## src/rtl/cvl_pkg.sv

```systemverilog
package cvl_pkg;

    // State of the validity trigger
    typedef enum logic [0:0] {
        CVL_CLEAR = 1'b0,   // no error seen since reset
        CVL_SET   = 1'b1    // error captured, held by feedback
    } cvl_state_e;

endpackage

```

## src/rtl/cvl_parity.sv

```systemverilog
// Parity evaluator for one channel character, built as an XOR chain.
module cvl_parity #(
    parameter int CHAR_W     = 7,
    parameter bit ODD_PARITY = 1'b1
) (
    input  logic [CHAR_W-1:0] chr_i,
    output logic              good_o
);
    logic [CHAR_W-1:0] fold;

    assign fold[0] = chr_i[0];

    generate
        for (genvar i = 1; i < CHAR_W; i++) begin : g_fold
            assign fold[i] = fold[i-1] ^ chr_i[i];
        end
        if (ODD_PARITY) begin : g_odd
            assign good_o = fold[CHAR_W-1];
        end else begin : g_even
            assign good_o = ~fold[CHAR_W-1];
        end
    endgenerate
endmodule

```

## src/rtl/cvl_exempt.sv

```systemverilog
// Qualifies the sampled character with the exempt-window rule.
module cvl_exempt (
    input  logic chr_vld_i,
    input  logic good_i,
    input  logic phase_a_i,
    input  logic compat_i,
    output logic bad_armed_o,
    output logic good_seen_o
);
    logic in_window;

    always_comb begin
        in_window   = compat_i & phase_a_i;
        bad_armed_o = chr_vld_i & ~good_i & ~in_window;
        good_seen_o = chr_vld_i & good_i;
    end
endmodule

```

## src/rtl/cvl_fsm.sv

```systemverilog
// Two-state trigger: the set path has priority over the clear condition.
module cvl_fsm
    import cvl_pkg::*;
(
    input  logic clk,
    input  logic rst,
    input  logic bad_armed_i,
    input  logic good_seen_i,
    input  logic force_i,
    output logic err_o
);
    cvl_state_e state_q, state_d;

    // Next-state selection
    always_comb begin
        state_d = state_q;
        unique case (state_q)
            CVL_CLEAR: begin
                if (force_i || bad_armed_i)
                    state_d = CVL_SET;      // CLEAR -> SET
                else if (good_seen_i)
                    state_d = CVL_CLEAR;    // held clear by a good character
            end
            CVL_SET: begin
                state_d = CVL_SET;          // feedback hold
            end
            default: state_d = CVL_CLEAR;
        endcase
    end

    // State register
    always_ff @(posedge clk) begin
        if (rst) state_q <= CVL_CLEAR;
        else     state_q <= state_d;
    end

    // Outputs
    always_comb begin
        unique case (state_q)
            CVL_CLEAR: err_o = 1'b0;
            CVL_SET:   err_o = 1'b1;
            default:   err_o = 1'b0;
        endcase
    end
endmodule

```

## src/rtl/chan_valid_latch.sv

```systemverilog
module chan_valid_latch #(
    parameter int CHAR_W     = 7,
    parameter bit ODD_PARITY = 1'b1
) (
    input  logic              clk,
    input  logic              rst,
    input  logic [CHAR_W-1:0] chr_i,
    input  logic              chr_vld_i,
    input  logic              phase_a_i,
    input  logic              compat_i,
    input  logic              chk_test_i,
    output logic              err_o,
    output logic              chk_ok_o
);
    logic good;
    logic bad_armed;
    logic good_seen;
    logic ok_q;

    cvl_parity #(.CHAR_W(CHAR_W), .ODD_PARITY(ODD_PARITY)) u_par (
        .chr_i  (chr_i),
        .good_o (good)
    );

    cvl_exempt u_ex (
        .chr_vld_i   (chr_vld_i),
        .good_i      (good),
        .phase_a_i   (phase_a_i),
        .compat_i    (compat_i),
        .bad_armed_o (bad_armed),
        .good_seen_o (good_seen)
    );

    cvl_fsm u_fsm (
        .clk         (clk),
        .rst         (rst),
        .bad_armed_i (bad_armed),
        .good_seen_i (good_seen),
        .force_i     (chk_test_i),
        .err_o       (err_o)
    );

    always_ff @(posedge clk) begin
        if (rst) ok_q <= 1'b0;
        else     ok_q <= good_seen;
    end

    assign chk_ok_o = ok_q;
endmodule

```

## config.mk

```make
export PLATFORM = sky130hd
export DESIGN_NAME = chan_valid_latch
export DESIGN_NICKNAME = d
export VERILOG_FILES = /design/src/rtl/cvl_pkg.sv /design/src/rtl/cvl_parity.sv /design/src/rtl/cvl_exempt.sv /design/src/rtl/cvl_fsm.sv /design/src/rtl/chan_valid_latch.sv
export SDC_FILE = /design/constraint.sdc
export NUM_CORES = 1
export LEC_CHECK = 0
export ABC_CLOCK_PERIOD_IN_PS = 1180
export BUFFER_PORTS_ARGS = -buffer_cell sky130_fd_sc_hd__buf_4
export CORE_AREA = 2 2 39 41
export DETAILED_ROUTE_END_ITERATION = 10
export DIE_AREA = 0 0 41 43
export GPL_ROUTABILITY_DRIVEN = 0
export PLACE_DENSITY = 0.42
export SLEW_MARGIN = 5
export SYNTH_ARGS = -nofsm -noshare
export SYNTH_HDL_FRONTEND = slang
export SYNTH_SLANG_ARGS = --single-unit
```

## constraint.sdc

```tcl
create_clock -name clk -period 1.18 [get_ports clk]
set_input_delay 0.236 -clock clk [delete_from_list [all_inputs] [get_ports clk]]
set_output_delay 0.236 -clock clk [all_outputs]
set_load 0.02 [all_outputs]
```

== Word level (Yosys, flattened, before mapping) ==
Index checks and enable logic that the tools add are counted.

* Muxes and demuxes: 3
* Bitwise gates (word level): 13
* Reduce and logical (&&, ||, !) cells: 1

{| class="wikitable"
|+ Operators with widths
! operator !! count
|-
| $xor 1x1->1 || 6
|-
| $and 1x1->1 || 4
|-
| $pmux 1 s2 || 2
|-
| $not 1->1 || 3
|-
| $logic_or 1x1->1 || 1
|-
| $mux 1 || 1
|}

* Flip-flop bits (word level): 2
* Input bits: 13

== Depth between registers and ports, before layout ==
* Word-level depth: 12
* Gate-level depth with buffers: 3
* Depth with buffers taken out: 3

== Hierarchy ==
A second synthesis with hierarchy kept.

* Cells, all modules: 12
* Area total of the unflattened synthesis: 148.9 um^2

{| class="wikitable"
|+ Modules (own cells, without submodules)
! module !! instances !! cells each !! area each (um^2) !! sequential area each (um^2)
|-
| cvl_parity || 1 || 4 || 62.6 || 0.0
|-
| chan_valid_latch || 1 || 2 || 33.8 || 20.0
|-
| cvl_fsm || 1 || 3 || 28.8 || 20.0
|-
| cvl_exempt || 1 || 3 || 23.8 || 0.0
|}

== Worst setup path after synthesis ==
OpenSTA, ideal clock, no wires.

* Path kind: input-to-reg
* From: input chr_i[5]
* To: register ok_q, in the netlist chk_ok_o
* Setup time: 0.115 ns
* Arrival: 0.952 ns
* Data required time: 1.065 ns
* Path slack: 0.112 ns
* Cell stages on the path: 3
* Path buffers: 0
* Path through: xnor3_1 xnor3_1 and3b_1

* Word-level cells in the longest chain between the ends: 3

{| class="wikitable"
|+ RTL lines
! item !! line !! source
|-
| start: declaration || chan_valid_latch.sv:7 || <nowiki>input logic [CHAR_W-1:0] chr_i,</nowiki>
|-
| $xor 1x1->1 (2 in a row) || cvl_parity.sv:15 || <nowiki>assign fold[i] = fold[i-1] ^ chr_i[i];</nowiki>
|-
| $and 1x1->1 || cvl_exempt.sv:15 || <nowiki>good_seen_o = chr_vld_i & good_i;</nowiki>
|-
| end signal: assignment || chan_valid_latch.sv:45 || <nowiki>else ok_q <= good_seen;</nowiki>
|-
| end: declaration || chan_valid_latch.sv:18 || <nowiki>logic ok_q;</nowiki>
|}

No other way between the ends.
A chain may end at the register's enable or synchronous reset.

== Worst setup path in the final report ==
* From: input chr_i[1]
* To: register ok_q, in the netlist chk_ok_o

* Word-level cells in the longest chain between the ends: 7

{| class="wikitable"
|+ RTL lines
! item !! line
|-
| $xor 1x1->1 (6 in a row) || cvl_parity.sv:15
|-
| $and 1x1->1 || cvl_exempt.sv:15
|}

No other way between the ends.

==> out/results.txt <==
Required @ worst endpoint - 1.29 ns
global-route wire length before repair - 579 um
pin count of the biggest net entering global routing - 4
hold endpoint - u_fsm.state_q
routed via count divided by cell count - 3.30
number of antenna violations at the first check in global routing - 0
Critical R2R Capture - u_fsm.state_q
Worst IR Drop VDD - 0.192 mV
GRT Total Usage - 6.42%
cell area after technology mapping - 140 sq um
post-route DRC violation count - 0
insertion delay of the later-clocked pin in the worst-skew pair - 0.22 ns
period utilisation layout - 84.9%
number of antenna cells inserted - 0
Die W - 41 um
Clock Pin Slew Worst Setup and Hold Paths - 0.03 ns
post-synthesis instance total - 11
TritonCTS clock tree - done
routed len/inst - 9.73 um
H-tree levels - 1
Post-Synthesis Mean Instance Area - 12.7 sq um
total of fill cells in the finished design - 159
slack of the worst reg-to-reg path - 0.58 ns
effective utilization at floorplan - 10.1%
YS warnings - 0
total chip power - 0.344 mW
CTS Buf Count - 3
status - finished, final reports clean
total clock sinks - 2
endpoint arrival time on the critical path - 1.12 ns
cell row count - 14
R2R cell count - 2
CTS Hold Bufs - 0
kind of capture point of the worst setup path - register
Setup crit start kind - input pin
post-CTS resize count - 0
vertical die dimension - 43 um
Max transition margin - 89.3%
detailed-routing iteration count for the pre-antenna-repair pass - 2
nets in the synthesized netlist - 24
Post-CTS Setup Bufs - 0
post-route antenna net violation count - 0
worst slack on hold paths - 0.206 ns
Clock Root Buffer - sky130_fd_sc_hd__clkbuf_4
Final Util - 20.8%
sum of overflow across all layers after global routing - 0
total via count after detailed routing - 145
total number of nets in the final design - 43
total count of max-transition violations in the final report - 0
via count of the first global-routing pass - 149
share of layout cells above drive strength 1 - 64.3%
clk_skew - 0 ns
total wirelength of the detailed-routed design - 428 um
hold wc startpoint - rst
category of the critical setup timing path - input pin to register
die footprint - 1760 sq um
Static Leakage - 0.153 nW
total of endpoints with negative setup slack in the final report - 0
portion of the post-synthesis area used by sequential elements - 28.6%
flop and latch count out of synthesis - 2
Hold Violations, Final - 0
type of the most critical hold path - input pin to register
Synth cell types - 9
max-capacitance violation count - 0
worst setup slack after placement - -0.0732 ns
total of buffers placed on input and output ports - 14
time the worst path needs with I/O delays and setup - 1.00 ns
maximum fanout along the worst path - 2
area of the core - 1380 sq um
Pwr Density - 1190 nW/um^2
Top-Level Pins - 15
transition time at the pin with the least slew margin - 0.159 ns
setup repair after global routing missed its margin - no
area added between synthesis and finish - 105%
FF-to-FF Start - u_fsm.state_q
Setup WS post-layout - 0.178 ns
First DRT Iteration DRCs - 5
hold depth - 2
maximum buffer depth of the clock tree - 2
achievable frequency - 0.998 GHz
-- synthesized netlist by cell type --
| cell type | n | area share, % |
|---|---|---|
| sky130_fd_sc_hd__xnor2_1 | 1 | 6.3 |
| sky130_fd_sc_hd__o22ai_1 | 1 | 4.5 |
| sky130_fd_sc_hd__dfxtp_1 | 2 | 29 |
| sky130_fd_sc_hd__nor2_1 | 1 | 2.7 |
| sky130_fd_sc_hd__nand3b_1 | 1 | 5.4 |
| sky130_fd_sc_hd__xnor2_2 | 1 | 12 |
| sky130_fd_sc_hd__xnor3_1 | 2 | 32 |
| sky130_fd_sc_hd__nand2_1 | 1 | 2.7 |
| sky130_fd_sc_hd__and3b_1 | 1 | 6.3 |
-- metrics by stage --
stage	setup TNS (ns)	cell area [sq um]	instances
global placement	-0.0165	265	41
detailed placement	-0.0906	265	41
finish	0	288	44
floorplan	0	140	11
CTS	0	288	44
global route	0	288	44
-- worst max-delay path, cell delays in order --
cell,delay (ns)
sky130_fd_sc_hd__buf_4,0.11
sky130_fd_sc_hd__xnor2_1,0.17
sky130_fd_sc_hd__xnor3_1,0.42
sky130_fd_sc_hd__and3b_1,0.17
-- sequential cells by signal, indices dropped and copies added (netlist names) --
name,count
u_fsm.state_q,1
chk_ok_o,1
-- worst max-delay path by stage --
| stage | from | end | depth (start not counted) |
|---|---|---|---|
| floorplan | chr_i[5] | chk_ok_o | 3 |
| global placement | chr_i[5] | chk_ok_o | 4 |
| detailed placement | chr_i[1] | chk_ok_o | 4 |
| CTS | chr_i[1] | chk_ok_o | 4 |
| global route | chr_i[1] | chk_ok_o | 4 |
| finish | chr_i[1] | chk_ok_o | 4 |
-- placed cells by master, fill, tap and decap left out --
master	n
sky130_fd_sc_hd__buf_4	14
sky130_fd_sc_hd__clkbuf_4	3
sky130_fd_sc_hd__xnor3_1	2
sky130_fd_sc_hd__dfxtp_1	2
sky130_fd_sc_hd__xnor2_1	1
sky130_fd_sc_hd__xnor2_2	1
sky130_fd_sc_hd__nand2_1	1
sky130_fd_sc_hd__nand3b_1	1
sky130_fd_sc_hd__nor2_1	1
sky130_fd_sc_hd__o22ai_1	1
sky130_fd_sc_hd__and3b_1	1
-- layout make-up --
class                           instances  area [sq um]  share of cell area (%)
Tap cell                               16          20.0                    6.96
Sequential cell                         2          40.0                    13.9
Timing Repair Buffer                   14           105                    36.5
Multi-Input combinational cell          9           100                    34.8
Clock buffer                            3          22.5                    7.83
-- power breakdown --
group | total, mW | internal, mW | leakage, nW | switching [mW]
registers | 0.0805 | 0.0773 | 0.0166 | 0.00324
logic | 0.112 | 0.0735 | 0.123 | 0.0382
clock network | 0.151 | 0.112 | 0.0138 | 0.0392
total | 0.344 | 0.263 | 0.153 | 0.0806
-- metal layers --
layer	global-route usage, %	part of all wire, %	vias to the layer above
li1	-	-	73
met1	6.09	38	51
met2	5.94	31	17
met3	7.33	27	4
met4	8.00	3.3	0
met5	0	0	-
-- kinds of logic (layout without fill, tap and decap cells) --
group                  after synthesis  count (layout)  share of synthesized area, %
AO/OA/AOI/OAI                        1               1                          4.47
XOR/XNOR                             4               4                          50.0
buffers and inverters                0              17                             0
flip-flops                           2               2                          28.6
AND/OR/NAND/NOR                      4               4                          17.0
(Power assumes the default switching activity.)
